**src/rtl/flush_ctl_pkg.sv**
```systemverilog
package flush_ctl_pkg;

  localparam int REG_W = 32;

  localparam logic [11:0] OFF_TOP       = 12'h014;
  localparam logic [11:0] OFF_FLUSH     = 12'h018;
  localparam logic [11:0] OFF_START     = 12'h01C;
  localparam logic [11:0] OFF_SWRST     = 12'h030;
  localparam logic [11:0] OFF_PREPARE   = 12'h0D0;
  localparam logic [11:0] OFF_MERGE_ACT = 12'h0E4;
  localparam logic [11:0] OFF_INTF_ACT  = 12'h0F4;
  localparam logic [11:0] OFF_FETCH_ACT = 12'h0FC;
  localparam logic [11:0] OFF_MERGE_SUB = 12'h100;
  localparam logic [11:0] OFF_INTF_SUB  = 12'h110;
  localparam logic [11:0] OFF_MASTER    = 12'h134;

  localparam int MERGE_SUM_BIT = 23;
  localparam int INTF_SUM_BIT  = 31;
  localparam int CTL_PATH_BIT  = 17;
  localparam int CMD_MODE_BIT  = 17;

  // mixers 0..4 on bits 6..10, mixer 5 on bit 20
  localparam logic [REG_W-1:0] MIXER_MASK = 32'h0010_07C0;

  typedef struct packed {
    logic wrTop;
    logic wrFlush;
    logic wrIntfSub;
    logic wrMergeSub;
    logic wrIntfAct;
    logic wrMergeAct;
    logic wrFetch;
    logic wrMaster;
    logic retire;
    logic clearAll;
  } strobes_t;

endpackage

```
**src/rtl/flush_ctl_ctrl.sv**
```systemverilog
module flush_ctl_ctrl
  import flush_ctl_pkg::*;
#(
  parameter int ADDR_W       = 12,
  parameter int RESET_CYCLES = 16
) (
  input  logic              clk,
  input  logic              rstN,
  input  logic              busWr,
  input  logic [ADDR_W-1:0] busAddr,
  input  logic              wrBit0,
  input  logic              frameDone,
  output strobes_t          st,
  output logic              resetBusy,
  output logic              startPulse,
  output logic              preparePulse
);

  localparam int CNT_W = $clog2(RESET_CYCLES + 1);

  logic [CNT_W-1:0] busyCnt;
  logic hitTop, hitFlush, hitStart, hitReset, hitPrep;
  logic hitMergeAct, hitIntfAct, hitFetch, hitMergeSub, hitIntfSub, hitMaster;

  always_comb begin
    hitTop      = busWr && (busAddr == ADDR_W'(OFF_TOP));
    hitFlush    = busWr && (busAddr == ADDR_W'(OFF_FLUSH));
    hitStart    = busWr && (busAddr == ADDR_W'(OFF_START));
    hitReset    = busWr && (busAddr == ADDR_W'(OFF_SWRST));
    hitPrep     = busWr && (busAddr == ADDR_W'(OFF_PREPARE));
    hitMergeAct = busWr && (busAddr == ADDR_W'(OFF_MERGE_ACT));
    hitIntfAct  = busWr && (busAddr == ADDR_W'(OFF_INTF_ACT));
    hitFetch    = busWr && (busAddr == ADDR_W'(OFF_FETCH_ACT));
    hitMergeSub = busWr && (busAddr == ADDR_W'(OFF_MERGE_SUB));
    hitIntfSub  = busWr && (busAddr == ADDR_W'(OFF_INTF_SUB));
    hitMaster   = busWr && (busAddr == ADDR_W'(OFF_MASTER));
  end

  always_comb begin
    st            = '0;
    st.wrTop      = hitTop;
    st.wrFlush    = hitFlush && !resetBusy;
    st.wrIntfSub  = hitIntfSub && !resetBusy;
    st.wrMergeSub = hitMergeSub && !resetBusy;
    st.wrIntfAct  = hitIntfAct;
    st.wrMergeAct = hitMergeAct;
    st.wrFetch    = hitFetch;
    st.wrMaster   = hitMaster;
    st.retire     = frameDone;
    st.clearAll   = hitReset && wrBit0 && !resetBusy;
  end

  always_ff @(posedge clk) begin
    if (!rstN) begin
      resetBusy <= 1'b0;
      busyCnt   <= '0;
    end else if (st.clearAll) begin
      resetBusy <= 1'b1;
      busyCnt   <= CNT_W'(RESET_CYCLES - 1);
    end else if (resetBusy) begin
      if (busyCnt == '0) resetBusy <= 1'b0;
      else               busyCnt   <= busyCnt - 1'b1;
    end
  end

  always_ff @(posedge clk) begin
    if (!rstN) begin
      startPulse   <= 1'b0;
      preparePulse <= 1'b0;
    end else begin
      startPulse   <= hitStart && wrBit0 && !resetBusy;
      preparePulse <= hitPrep && wrBit0;
    end
  end

  // a start pulse never follows a busy cycle
  a_r11_start_needs_idle: assert property (@(posedge clk) disable iff (!rstN)
    startPulse |-> !$past(resetBusy));

  // busy only rises after a write to the reset register
  a_r10_busy_from_write: assert property (@(posedge clk) disable iff (!rstN)
    $rose(resetBusy) |-> ($past(busWr) && $past(busAddr) == ADDR_W'(OFF_SWRST)));

  // pulses last one cycle unless rewritten
  a_r7_prepare_single: assert property (@(posedge clk) disable iff (!rstN)
    preparePulse |-> $past(busWr));

endmodule

```
**src/rtl/flush_ctl_dp.sv**
```systemverilog
module flush_ctl_dp
  import flush_ctl_pkg::*;
#(
  parameter int ADDR_W    = 12,
  parameter int NUM_INTF  = 8,
  parameter int NUM_MERGE = 4
) (
  input  logic                 clk,
  input  logic                 rstN,
  input  strobes_t             st,
  input  logic [REG_W-1:0]     wdata,
  input  logic                 busRd,
  input  logic [ADDR_W-1:0]    busAddr,
  input  logic                 resetBusy,
  output logic [REG_W-1:0]     busRdata,
  output logic [REG_W-1:0]     pendingFlush,
  output logic [NUM_INTF-1:0]  pendingIntf,
  output logic [NUM_MERGE-1:0] pendingMerge,
  output logic                 flushApply,
  output logic [REG_W-1:0]     appliedFlush,
  output logic [NUM_INTF-1:0]  appliedIntf,
  output logic [NUM_MERGE-1:0] appliedMerge,
  output logic                 cmdMode,
  output logic [NUM_INTF-1:0]  intfActive,
  output logic [NUM_MERGE-1:0] mergeActive,
  output logic [REG_W-1:0]     fetchActive,
  output logic [REG_W-1:0]     intfMaster
);

  logic [REG_W-1:0]     topCfg;
  logic [NUM_INTF-1:0]  intfSub;
  logic [NUM_MERGE-1:0] mergeSub;
  logic [REG_W-1:0]     flushIn;
  logic [REG_W-1:0]     rdMux;

  // mixer requests drag the control-path bit along
  always_comb begin
    flushIn = wdata;
    if (|(wdata & MIXER_MASK)) flushIn[CTL_PATH_BIT] = 1'b1;
  end

  // per-unit gating of the sub-masks by their summary bits
  for (genvar i = 0; i < NUM_INTF; i++) begin : g_intfGate
    assign pendingIntf[i] = intfSub[i] & pendingFlush[INTF_SUM_BIT];
  end
  for (genvar j = 0; j < NUM_MERGE; j++) begin : g_mergeGate
    assign pendingMerge[j] = mergeSub[j] & pendingFlush[MERGE_SUM_BIT];
  end

  always_ff @(posedge clk) begin
    if (!rstN) begin
      pendingFlush <= '0;
      intfSub      <= '0;
      mergeSub     <= '0;
    end else if (st.clearAll) begin
      pendingFlush <= '0;
      intfSub      <= '0;
      mergeSub     <= '0;
    end else begin
      pendingFlush <= (st.retire ? '0 : pendingFlush) |
                      (st.wrFlush ? flushIn : '0);
      intfSub      <= (st.retire ? '0 : intfSub) |
                      (st.wrIntfSub ? wdata[NUM_INTF-1:0] : '0);
      mergeSub     <= (st.retire ? '0 : mergeSub) |
                      (st.wrMergeSub ? wdata[NUM_MERGE-1:0] : '0);
    end
  end

  always_ff @(posedge clk) begin
    if (!rstN) begin
      flushApply   <= 1'b0;
      appliedFlush <= '0;
      appliedIntf  <= '0;
      appliedMerge <= '0;
    end else begin
      flushApply <= st.retire && !st.clearAll && (pendingFlush != '0);
      if (st.retire && !st.clearAll && (pendingFlush != '0)) begin
        appliedFlush <= pendingFlush;
        appliedIntf  <= pendingIntf;
        appliedMerge <= pendingMerge;
      end
    end
  end

  always_ff @(posedge clk) begin
    if (!rstN) begin
      topCfg      <= '0;
      intfActive  <= '0;
      mergeActive <= '0;
      fetchActive <= '0;
      intfMaster  <= '0;
    end else begin
      if (st.wrTop)      topCfg      <= wdata;
      if (st.wrIntfAct)  intfActive  <= wdata[NUM_INTF-1:0];
      if (st.wrMergeAct) mergeActive <= wdata[NUM_MERGE-1:0];
      if (st.wrFetch)    fetchActive <= wdata;
      if (st.wrMaster)   intfMaster  <= wdata;
    end
  end

  assign cmdMode = topCfg[CMD_MODE_BIT];

  always_comb begin
    rdMux = '0;
    if (busAddr == ADDR_W'(OFF_TOP))            rdMux = topCfg;
    else if (busAddr == ADDR_W'(OFF_FLUSH))     rdMux = pendingFlush;
    else if (busAddr == ADDR_W'(OFF_SWRST))     rdMux = REG_W'(resetBusy);
    else if (busAddr == ADDR_W'(OFF_MERGE_ACT)) rdMux = REG_W'(mergeActive);
    else if (busAddr == ADDR_W'(OFF_INTF_ACT))  rdMux = REG_W'(intfActive);
    else if (busAddr == ADDR_W'(OFF_FETCH_ACT)) rdMux = fetchActive;
    else if (busAddr == ADDR_W'(OFF_MERGE_SUB)) rdMux = REG_W'(mergeSub);
    else if (busAddr == ADDR_W'(OFF_INTF_SUB))  rdMux = REG_W'(intfSub);
    else if (busAddr == ADDR_W'(OFF_MASTER))    rdMux = intfMaster;
  end

  always_ff @(posedge clk) begin
    if (!rstN)      busRdata <= '0;
    else if (busRd) busRdata <= rdMux;
    else            busRdata <= '0;
  end

  logic retireQ, clearQ;
  assign retireQ = st.retire;
  assign clearQ  = st.clearAll;

  // pending bits only drop on retire or software reset
  a_r2_accumulate: assert property (@(posedge clk) disable iff (!rstN)
    (!$past(retireQ) && !$past(clearQ)) |->
      ((pendingFlush & $past(pendingFlush)) == $past(pendingFlush)));

  // a pending mixer bit always carries the control-path bit
  a_r3_mixer_ctl: assert property (@(posedge clk) disable iff (!rstN)
    (|(pendingFlush & MIXER_MASK)) |-> pendingFlush[CTL_PATH_BIT]);

  // gated sub-masks need their summary bits
  a_r4_intf_gated: assert property (@(posedge clk) disable iff (!rstN)
    (|pendingIntf) |-> pendingFlush[INTF_SUM_BIT]);
  a_r4_merge_gated: assert property (@(posedge clk) disable iff (!rstN)
    (|pendingMerge) |-> pendingFlush[MERGE_SUM_BIT]);

  // the strobe always carries a nonzero mask
  a_r5_apply_nonzero: assert property (@(posedge clk) disable iff (!rstN)
    flushApply |-> (appliedFlush != '0));

  // nothing pending while the reset is busy
  a_r10_busy_empty: assert property (@(posedge clk) disable iff (!rstN)
    resetBusy |-> (pendingFlush == '0 && intfSub == '0 && mergeSub == '0));

endmodule

```
**src/rtl/flush_ctl.sv**
```systemverilog
module flush_ctl
  import flush_ctl_pkg::*;
#(
  parameter int ADDR_W       = 12,
  parameter int NUM_INTF     = 8,
  parameter int NUM_MERGE    = 4,
  parameter int RESET_CYCLES = 16
) (
  input  logic                 clk,
  input  logic                 rstN,
  input  logic                 busWr,
  input  logic                 busRd,
  input  logic [ADDR_W-1:0]    busAddr,
  input  logic [31:0]          busWdata,
  output logic [31:0]          busRdata,
  input  logic                 frameDone,
  output logic [31:0]          pendingFlush,
  output logic [NUM_INTF-1:0]  pendingIntf,
  output logic [NUM_MERGE-1:0] pendingMerge,
  output logic                 flushApply,
  output logic [31:0]          appliedFlush,
  output logic [NUM_INTF-1:0]  appliedIntf,
  output logic [NUM_MERGE-1:0] appliedMerge,
  output logic                 startPulse,
  output logic                 preparePulse,
  output logic                 resetBusy,
  output logic                 cmdMode,
  output logic [NUM_INTF-1:0]  intfActive,
  output logic [NUM_MERGE-1:0] mergeActive,
  output logic [31:0]          fetchActive,
  output logic [31:0]          intfMaster
);

  strobes_t st;

  flush_ctl_ctrl #(
    .ADDR_W      (ADDR_W),
    .RESET_CYCLES(RESET_CYCLES)
  ) u_ctrl (
    .clk         (clk),
    .rstN        (rstN),
    .busWr       (busWr),
    .busAddr     (busAddr),
    .wrBit0      (busWdata[0]),
    .frameDone   (frameDone),
    .st          (st),
    .resetBusy   (resetBusy),
    .startPulse  (startPulse),
    .preparePulse(preparePulse)
  );

  flush_ctl_dp #(
    .ADDR_W   (ADDR_W),
    .NUM_INTF (NUM_INTF),
    .NUM_MERGE(NUM_MERGE)
  ) u_dp (
    .clk         (clk),
    .rstN        (rstN),
    .st          (st),
    .wdata       (busWdata),
    .busRd       (busRd),
    .busAddr     (busAddr),
    .resetBusy   (resetBusy),
    .busRdata    (busRdata),
    .pendingFlush(pendingFlush),
    .pendingIntf (pendingIntf),
    .pendingMerge(pendingMerge),
    .flushApply  (flushApply),
    .appliedFlush(appliedFlush),
    .appliedIntf (appliedIntf),
    .appliedMerge(appliedMerge),
    .cmdMode     (cmdMode),
    .intfActive  (intfActive),
    .mergeActive (mergeActive),
    .fetchActive (fetchActive),
    .intfMaster  (intfMaster)
  );

endmodule

```
**config.mk**
```make
export PLATFORM = sky130hd
export DESIGN_NAME = flush_ctl
export DESIGN_NICKNAME = d
export VERILOG_FILES = /design/src/rtl/flush_ctl_pkg.sv /design/src/rtl/flush_ctl_ctrl.sv /design/src/rtl/flush_ctl_dp.sv /design/src/rtl/flush_ctl.sv
export SDC_FILE = /design/constraint.sdc
export NUM_CORES = 1
export LEC_CHECK = 0
export ABC_AREA = 0
export BUFFER_PORTS_ARGS = -buffer_cell sky130_fd_sc_hd__buf_2
export CAP_MARGIN = 25
export CORE_MARGIN = 10
export CORE_UTILIZATION = 57
export CTS_CLUSTER_SIZE = 30
export DETAILED_ROUTE_END_ITERATION = 6
export GPL_TIMING_DRIVEN = 0
export PLACE_DENSITY_LB_ADDON = 0.1
export SKIP_LAST_GASP = 1
export SLEW_MARGIN = 20
export SYNTH_ARGS = -nofsm -noshare
export SYNTH_HDL_FRONTEND = slang
export SYNTH_HIERARCHICAL = 1
export SYNTH_SLANG_ARGS = --single-unit
```
**constraint.sdc**
```tcl
create_clock -name clk -period 4.3 [get_ports clk]
set_clock_uncertainty 0.05 [all_clocks]
set_input_delay 0.215 -clock clk [delete_from_list [all_inputs] [get_ports clk]]
set_output_delay 0.215 -clock clk [all_outputs]
set_load 0.05 [all_outputs]
```
==> results.toml, run 1 <==
[sta]
slew_violations = 0
min_period_ns = 3.14
rsz0062_at_grt = "no"
finalHoldViolations = 0
setup_viol = 0
fin_tns_setup_ns = 0
fmax_mhz = 319
period_share_pct = 73.0
tightestPinTransition_ns = 1.06
setup_ws_ns = 1.16
maxSlewHeadroom_pct = 29.3

[finish]
drive_gt1_share_pct = 24.2
layout.nets = 1351
diodes = 0
final-instance-count-excl-fill = 1540
area_growth_pct = 27.6
fin_area_sq_um = 12100

[synthesis]
async_reset_ff_share_pct = 0
synth_compound_area_share_pct = 11.8
synth_cell_types = 62
syn_area_per_cell_sq_um = 9.51
synth-main-ff-cell = "dfxtp_1"
netlist_area_sq_um = 9480
synth_edf_count = 0
synthTopCellsByArea = "dfxtp_1 (50%), mux2i_1 (16%), nor2_1 (8.2%)"
yosys-mux-area-fraction_pct = 16.3
synth_warnings = 6
ys_seq_elements = 237
synth_fp_nets = 1047
synth-adder-area-share_pct = 0.132
synth_top_area_share_pct = 50.1
synthSimpleGateAreaFrac_pct = 17.2
seq_area_frac_synth_pct = 50.1
synth_top_family_by_area = "simple AND/OR/NAND/NOR gates"
synth_xor_area_share_pct = 0.185
synthesis.instances = 997
netlist.top_cell.by_area = "dfxtp_1"

[cts]
cts_root_buffer = "clkbuf_16"
numCtsBuffers = 25
clock_latency_ns = 0.54
cts_buffer_depth = 3
cts_tree = "built"
cts.sinks = 237
h-tree-depth = 1
cts_repair_resize_count = 0
clkTransAtPathRegs_ns = 0.06

[hold_path]
worstHoldPathType = "input pin to flip-flop"

[placed_design]
dp_cells = 1463
dp_hpwl_um = 24800
dp_worst_setup_slack_ns = 1.15
gp_congestion = 0.943
dpl-instance-area_sq_um = 11000
io_buffers = 245

[worst_setup_path]
crit_arrival_ns = 3.48
required_ns = 4.64
crit_type = "flip-flop to flip-flop"
end_kind = "flip-flop"
crit_path_max_incr_delay_ns = 0.61
worst-path-max-fanout = 10
start_kind = "flip-flop"
cp_slowest_cell = "buf_1"
path_common_cell = "nor2_1"
crit_chain = "nor4b_2, nand2_1, nor3_2, nor2_1, o21ai_0, buf_1, buf_2, mux2i_1, nor2_1"

[floorplanning]
rows = 47
die_w_um = 149
num_io_pins = 250
floorplan.initialDensity_pct = 57.6
fp.dieH_um = 149
die_area_sq_um = 22200
coreArea_sq_um = 16500

[route]
drt_iter0_drc = 959
vias_per_cell = 5.98
detail_route.wl_per_cell_um = 22.0
ant_nets = 0
wl_um = 33900
firstDrtPassIters = 7
drc = 0
vias = 9208

[pwr]
p_per_area_nw_per_um2 = 370
leakage_nw = 5.21
ir_drop_mv = 0.340
finalPower_mw = 4.47

[global_routing]
grt_pass1_wl_um = 51900
grt_use_total_pct = 29.2
grt_max_degree = 14
overflow = 0
grt_pass1_vias = 9156
antenna_found_initial = 0

[flow_run]
max_cap_viol_count = 0

[status]
outcome = "complete, no violations"
==> per-layer routing <==
layer / GRT usage (%) / routed length, um / vias up
met3: 8.43 / 3930 / 83
met4: 10.8 / 1050 / 0
met2: 46.9 / 15600 / 535
met1: 36.4 / 13300 / 4436
li1: - / - / 4154
met5: 0 / 0 / -
==> cells in the final DEF (no fill, tap or decap), types with 10 or more instances in the layout <==
cell type / instances
dlygate4sd3_1: 31
clkbuf_1: 56
inv_1: 10
buf_2: 256
nand2_1: 52
nor2_1: 207
o21ai_0: 13
clkbuf_16: 25
buf_1: 11
a22oi_1: 56
a21oi_1: 33
nor4_1: 18
mux2i_1: 154
and2_1: 15
dfxtp_1: 237
nor3_1: 13
a222oi_1: 18
==> stage by stage <==
step                hold WS, ns  util, %
global route             0.0310     73.5
CTS                     0.00455     73.5
global placement          0.410     66.7
floorplan                 0.282        -
detailed placement        0.416     66.7
finish                   0.0199     73.5
==> worst paths after layout <==
check                       start                    to  slack, ns  depth (start not counted)
min                    busAddr[6]   u_ctrl/preparePulse       0.02                          3
max reg2reg      u_ctrl/resetBusy  u_dp/appliedMerge[3]       1.16                          9
max              u_ctrl/resetBusy  u_dp/appliedMerge[3]       1.16                          9
min reg2reg  u_dp/fetchActive[26]     u_dp/busRdata[26]       0.42                          2
==> cell usage after synthesis (3+ instances only) <==
cell / number
dfxtp_1: 237
nor2_1: 207
mux2i_1: 154
a22oi_1: 56
nand2_1: 52
clkbuf_1: 49
a21oi_1: 33
a222oi_1: 18
nor4_1: 18
and2_1: 15
nor3_1: 13
o21ai_0: 13
buf_2: 11
buf_1: 10
inv_1: 10
buf_4: 9
nand3_1: 9
a31oi_1: 8
nand4_1: 7
o2bb2ai_1: 4
or3_1: 4
a32o_1: 3
nor4b_1: 3
o21a_1: 3
or4_1: 3
==> worst max-delay path: cells and delay by family (launching register included) <==
kind                   cells  cell delay [ns]
AND/OR/NAND/NOR            5             1.09
flip-flops                 1             0.40
buffers and inverters      2             1.10
AO/OA/AOI/OAI              1             0.09
multiplexers               1             0.26
==> sequential cells by signal, summed over array words and instances (netlist names), 32 cells and up <==
signal             flops
u_dp/pendingFlush     32
u_dp/intfMaster       32
u_dp/fetchActive      32
u_dp/topCfg           32
u_dp/busRdata         32
u_dp/appliedFlush     32
==> cells by family (layout without fill, tap and decap cells) <==
logic type / after synthesis / count (layout)
AOI/OAI and AO/OA: 155 / 155
xor gates and xnor gates: 2 / 2
adders and majority gates: 1 / 1
buffers and inverters: 93 / 416
DFF: 237 / 237
muxes: 154 / 154
and+or+nand+nor: 355 / 355
==> repair_timing <==
item	CTS	global route
hold endpoints to repair	108	0
setup buffers	0	0
hold buffers	31	0
==> report_power, final <==
group,internal [mW],switching [mW]
Clock,1.21,0.883
Sequential,2.20,0.000139
Combinational,0.0549,0.129
Total,3.46,1.01
==> cell type report <==
class	count	area (sq um)
multi-input cells	667	4320
inverters	12	45.0
clock inverters	10	96.3
repair buffers	277	1540
well taps	220	275
fillers	1302	4370
clock buffers	36	707
plain buffers	81	367
flip-flops and latches	237	4740
Note: power is estimated with default switching activity, not from simulation.
==> inputs of run 2 (changes only) <==
--- a/config.mk
+++ b/config.mk
@@ -9,7 +9,7 @@
 export BUFFER_PORTS_ARGS = -buffer_cell sky130_fd_sc_hd__buf_2
 export CAP_MARGIN = 25
 export CORE_MARGIN = 10
-export CORE_UTILIZATION = 57
+export CORE_UTILIZATION = 53
 export CTS_CLUSTER_SIZE = 30
 export DETAILED_ROUTE_END_ITERATION = 6
 export GPL_TIMING_DRIVEN = 0
==> constraint.sdc (replaced) <==
create_clock -name clk -period 3.2 [get_ports clk]
set_clock_uncertainty 0.05 [all_clocks]
set_input_delay 0.16 -clock clk [delete_from_list [all_inputs] [get_ports clk]]
set_output_delay 0.16 -clock clk [all_outputs]
set_load 0.05 [all_outputs]
==> results.toml, run 2 (synthesis results as in run 1) <==
[status]
outcome = "complete, no violations"

[sta]
slew_violations = 0
period_share_pct = 91.6
fmax_mhz = 341
whs_ns = 0.0520
maxSlewHeadroom_pct = 31.3
min_period_ns = 2.93
rsz0062_at_grt = "no"
setup_viol = 0
finalHoldViolations = 0
tightestPinTransition_ns = 1.03

[worst_setup_path]
crit_arrival_ns = 3.25
end_kind = "flip-flop"
start_kind = "input pin"
cp_top_family = "buffers and inverters"
required_ns = 3.52
crit_path_start = "busAddr[2]"
crit_path_max_incr_delay_ns = 0.55
cp_slowest_cell = "dlygate4sd3_1"
crit_chain = "dlygate4sd3_1, buf_2, nor3_1, nand2_1, nor3_2, nor2_1, o21ai_0, buf_2, buf_2, mux2i_1, nor2_1"
critPathBufInv = 4
crit_type = "input pin to flip-flop"
r2r_start = "u_ctrl/resetBusy"
worst-path-max-fanout = 10
path_common_cell = "buf_2"

[finish]
layout_commonest_cell = "buf_2"
layout.nets = 1354
n_fill_cell = 1417
final-instance-count-excl-fill = 1546
drive_gt1_share_pct = 24.1
diodes = 0
register_area_sq_um = 4740
final_cell_mix = "buf_2 (258), dfxtp_1 (237), nor2_1 (207)"
multi_input_area_sq_um = 4330
area_growth_pct = 28.5
fin_area_sq_um = 12200

[floorplanning]
floorplan.initialDensity_pct = 54.4
die_w_um = 154
num_io_pins = 250
rows = 48
die_area_sq_um = 23600
fp.dieH_um = 154
coreArea_sq_um = 17400

[pwr]
combPwrFrac_pct = 4.1
finalPower_mw = 6.15
switching_share_pct = 21.4
seq_power_share_pct = 48.0
p_clk_share_pct = 48.0
netSwitchingPower_mw = 1.32
p_int_mw = 4.83
p_per_area_nw_per_um2 = 505
ir_drop_mv = 0.399
leakage_nw = 5.24

[route]
vias_per_cell = 5.83
drt_iter0_drc = 850
wl_um = 34500
drc = 0
vias = 9014
detail_route.wl_per_cell_um = 22.3
ant_nets = 0
firstDrtPassIters = 5

[cts]
h-tree-depth = 1
clkTransAtPathRegs_ns = 0.06
numCtsBuffers = 24
cts_buffer_depth = 3
cts.sinks = 237
cts_setup_buffers = 0
clock_latency_ns = 0.51
cts_tree = "built"
cts_root_buffer = "clkbuf_16"

[hold_path]
hp-start = "frameDone"
worstHoldPathType = "input pin to flip-flop"

[global_routing]
grt_use_total_pct = 27.4
grt_pass1_vias = 8847
grt_pass1_wl_um = 52200
overflow = 0
antenna_found_initial = 1
grt_max_degree = 15

[placed_design]
io_buffers = 245
dpl-instance-area_sq_um = 11000
gp_congestion = 0.917
dp_cells = 1468
dp_hpwl_um = 25200

[flow_run]
max_cap_viol_count = 0
run 2: cell types whose count changed in the layout (fill, tap and decap cells not counted):
cell | previous run | this run
clkbuf_8 | 4 | 2
dlygate4sd3_1 | 31 | 35
buf_2 | 256 | 258
nor4_1 | 18 | 17
nor4_2 | 0 | 1
buf_1 | 11 | 9
inv_16 | 1 | 0
clkinv_4 | 0 | 1
bufinv_16 | 1 | 4
clkinv_2 | 6 | 2
clkbuf_1 | 56 | 57
clkinvlp_4 | 1 | 0
run 2: final timing paths:
kind	endpoint	slack, ns	cells past startpoint
max	u_dp/appliedMerge[3]	0.27	11
min	u_dp/intfSub[0]	0.05	4
max reg2reg	u_dp/appliedMerge[3]	0.28	9
min reg2reg	u_dp/busRdata[16]	0.42	2
run 2: timing repair:
item,in CTS,in global routing
endpoints found under the setup margin,10,0
resized for setup,1,0
hold buffers,35,0
hold endpoints to repair,125,0
run 2: area by class of cell:
type | count | area share, %
Sequential cell | 237 | 39.0
Multi-Input combinational cell | 667 | 35.5
Timing Repair Buffer | 281 | 13.0
Clock buffer | 35 | 5.61
Buffer | 81 | 3.02
Tap cell | 225 | 2.31
Clock inverter | 8 | 1.21
Inverter | 12 | 0.370
run 2: stage by stage:
step / worst slack, ns / util, % / TNS (ns)
floorplan: 0.750 / - / 0
global placement: -0.0166 / 63.1 / -0.0961
detailed placement: -0.0355 / 63.1 / -0.131
CTS: 0.330 / 69.9 / 0
global route: 0.112 / 69.9 / 0
finish: 0.268 / 69.9 / 0
run 2: power by group through the flow:
stage               Combinational [mW]  Clock, mW  Sequential (mW)
floorplan                       0.0916          0             3.02
detailed placement               0.211          0             3.02
CTS                              0.243       2.98             2.95
global route                     0.264       3.10             2.95
finish                           0.250       2.95             2.95
global placement                 0.212          0             3.02
run 2: worst min-delay path, delay by kind of cell:
kind / cells / cell delay, ns
AOI/OAI and AO/OA: 1 / 0.19
buffers and inverters: 2 / 0.16
and+or+nand+nor: 1 / 0.05
run 2: metal layers:
metal  part of all wire [%]  vias up  global-route usage [%]
li1                       -     4144                       -
met1                     41     4334                    35.3
met2                     45      467                    42.9
met3                     10       67                    7.98
met4                    3.0        2                    9.58
met5                  0.058        -                       0
==> inputs of run 3 (changes only) <==
--- a/config.mk
+++ b/config.mk
@@ -8,6 +8,7 @@
 export ABC_AREA = 0
 export BUFFER_PORTS_ARGS = -buffer_cell sky130_fd_sc_hd__buf_2
 export CAP_MARGIN = 25
+export CORE_ASPECT_RATIO = 2
 export CORE_MARGIN = 10
 export CORE_UTILIZATION = 53
 export CTS_CLUSTER_SIZE = 30
==> constraint.sdc (replaced) <==
create_clock -name clk -period 3.23 [get_ports clk]
set_clock_uncertainty 0.05 [all_clocks]
set_input_delay 0.1615 -clock clk [delete_from_list [all_inputs] [get_ports clk]]
set_output_delay 0.1615 -clock clk [all_outputs]
set_load 0.05 [all_outputs]
==> results.toml, run 3 (synthesis results as in run 1) <==
[flow_run]
max_cap_viol_count = 0

[worst_setup_path]
ff2ff_setup_slack_ns = 0.33
start_kind = "flip-flop"
crit_chain = "nor4b_2, nand2_1, nor3_2, nor2_1, o21ai_0, buf_2, buf_2, mux2i_1, nor2_1"
worst-path-max-fanout = 10
crit_path_max_incr_delay_ns = 0.53
required_ns = 3.56
crit_type = "flip-flop to flip-flop"
end_kind = "flip-flop"
crit_arrival_ns = 3.23
cp_slowest_cell = "nor3_2"

[global_routing]
grt_pass1_wl_um = 55200
overflow = 0
antenna_found_initial = 1
grt_max_degree = 16
grt_pass1_vias = 9408
grt_use_total_pct = 29.3

[pwr]
p_int_mw = 4.36
leakage_nw = 5.18
seq_power_share_pct = 51.5
p_per_area_nw_per_um2 = 472
switching_share_pct = 23.2
combPwrFrac_pct = 4.4
ir_drop_mv = 0.444
netSwitchingPower_mw = 1.32
p_clk_share_pct = 44.2
finalPower_mw = 5.67

[route]
drt_iter0_drc = 729
firstDrtPassIters = 6
routed.top_layer = "met4"
vias_per_cell = 5.91
wl_um = 36500
ant_nets = 0
detail_route.wl_per_cell_um = 23.8
wl_met3_um = 2560
m1WireLength_um = 11800
vias = 9055
wl_met2_um = 19900
drc = 0

[sta]
whs_ns = 0.00819
maxSlewHeadroom_pct = 28.8
tightestPinTransition_ns = 1.07
setup_ws_ns = 0.329
period_share_pct = 89.8
setup_viol = 0
finalHoldViolations = 0
fin_tns_setup_ns = 0
rsz0062_at_grt = "no"
slew_violations = 0
min_period_ns = 2.90
fmax_mhz = 345

[floorplanning]
die_area_sq_um = 24000
floorplan.initialDensity_pct = 53.6
die_w_um = 115
num_io_pins = 250
fp.dieH_um = 209
rows = 69
coreArea_sq_um = 17700

[hold_path]
worstHoldPathType = "input pin to flip-flop"

[cts]
numCtsBuffers = 22
cts_tree = "built"
h-tree-depth = 1
clkTransAtPathRegs_ns = 0.07
cts_buffer_depth = 3
cts_root_buffer = "clkbuf_16"
cts.sinks = 237
clock_latency_ns = 0.52
cts_setup_buffers = 0

[placed_design]
gp_congestion = 1.02
dp_worst_setup_slack_ns = -0.0243
dpl-instance-area_sq_um = 11000
io_buffers = 245
dp_hpwl_um = 27900

[finish]
layout_commonest_cell = "buf_2"
area_growth_pct = 26.8
fin_area_sq_um = 12000
drive_gt1_share_pct = 24.3
final_cell_mix = "buf_2 (257), dfxtp_1 (237), nor2_1 (207)"
layout.nets = 1351

[status]
outcome = "complete, no violations"
[run 3: timing repair]
action / 4_1_cts / 5_1_grt
gates resized for setup: 1 / 0
hold buffers: 34 / 0
hold endpoints to repair: 121 / 0
endpoints found under the setup margin: 10 / 0
[run 3: final timing paths]
| check | startpoint | endpoint | depth (start not counted) |
|---|---|---|---|
| max | u_ctrl/resetBusy | u_dp/appliedMerge[3] | 9 |
| min | busWdata[6] | u_dp/intfSub[6] | 3 |
| max reg2reg | u_ctrl/resetBusy | u_dp/appliedMerge[3] | 9 |
| min reg2reg | u_dp/fetchActive[12] | u_dp/busRdata[12] | 2 |
[run 3: critical path: cells and delay by family, from the launching register on]
kind	cells	cell delay (ns)
mux	1	0.26
flops	1	0.41
compound gates	1	0.08
simple gates	5	1.13
buf+inv	2	0.80
[run 3: power by group through the flow]
stage | registers, mW | logic [mW] | clock network [mW]
2_1_floorplan | 2.99 | 0.0908 | 0
3_3_place_gp | 2.99 | 0.210 | 0
3_5_place_dp | 2.99 | 0.211 | 0
4_1_cts | 2.92 | 0.242 | 2.53
5_1_grt | 2.92 | 0.261 | 2.64
6_report | 2.92 | 0.247 | 2.50
[run 3: routing by layer]
metal / vias up / global-route usage (%)
li1: 4151 / -
met1: 4365 / 28.1
met2: 428 / 54.2
met3: 111 / 5.51
met4: 0 / 18.8
met5: - / 0
[run 3: cell type report]
type | count | area, sq um
Fill cell | 1593 | 5680
Sequential cell | 237 | 4740
Multi-Input combinational cell | 667 | 4330
Timing Repair Buffer | 280 | 1570
Clock buffer | 30 | 621
Buffer | 81 | 368
Tap cell | 213 | 267
Clock inverter | 10 | 71.3
Inverter | 12 | 45.0
Antenna cell | 1 | 2.50
[run 3: per-stage QoR]
stage | instances | util (%)
2_1_floorplan | 997 | -
3_3_place_gp | 1455 | 62.0
3_5_place_dp | 1455 | 62.0
4_1_cts | 1529 | 67.9
5_1_grt | 1531 | 67.9
6_report | 1531 | 67.9
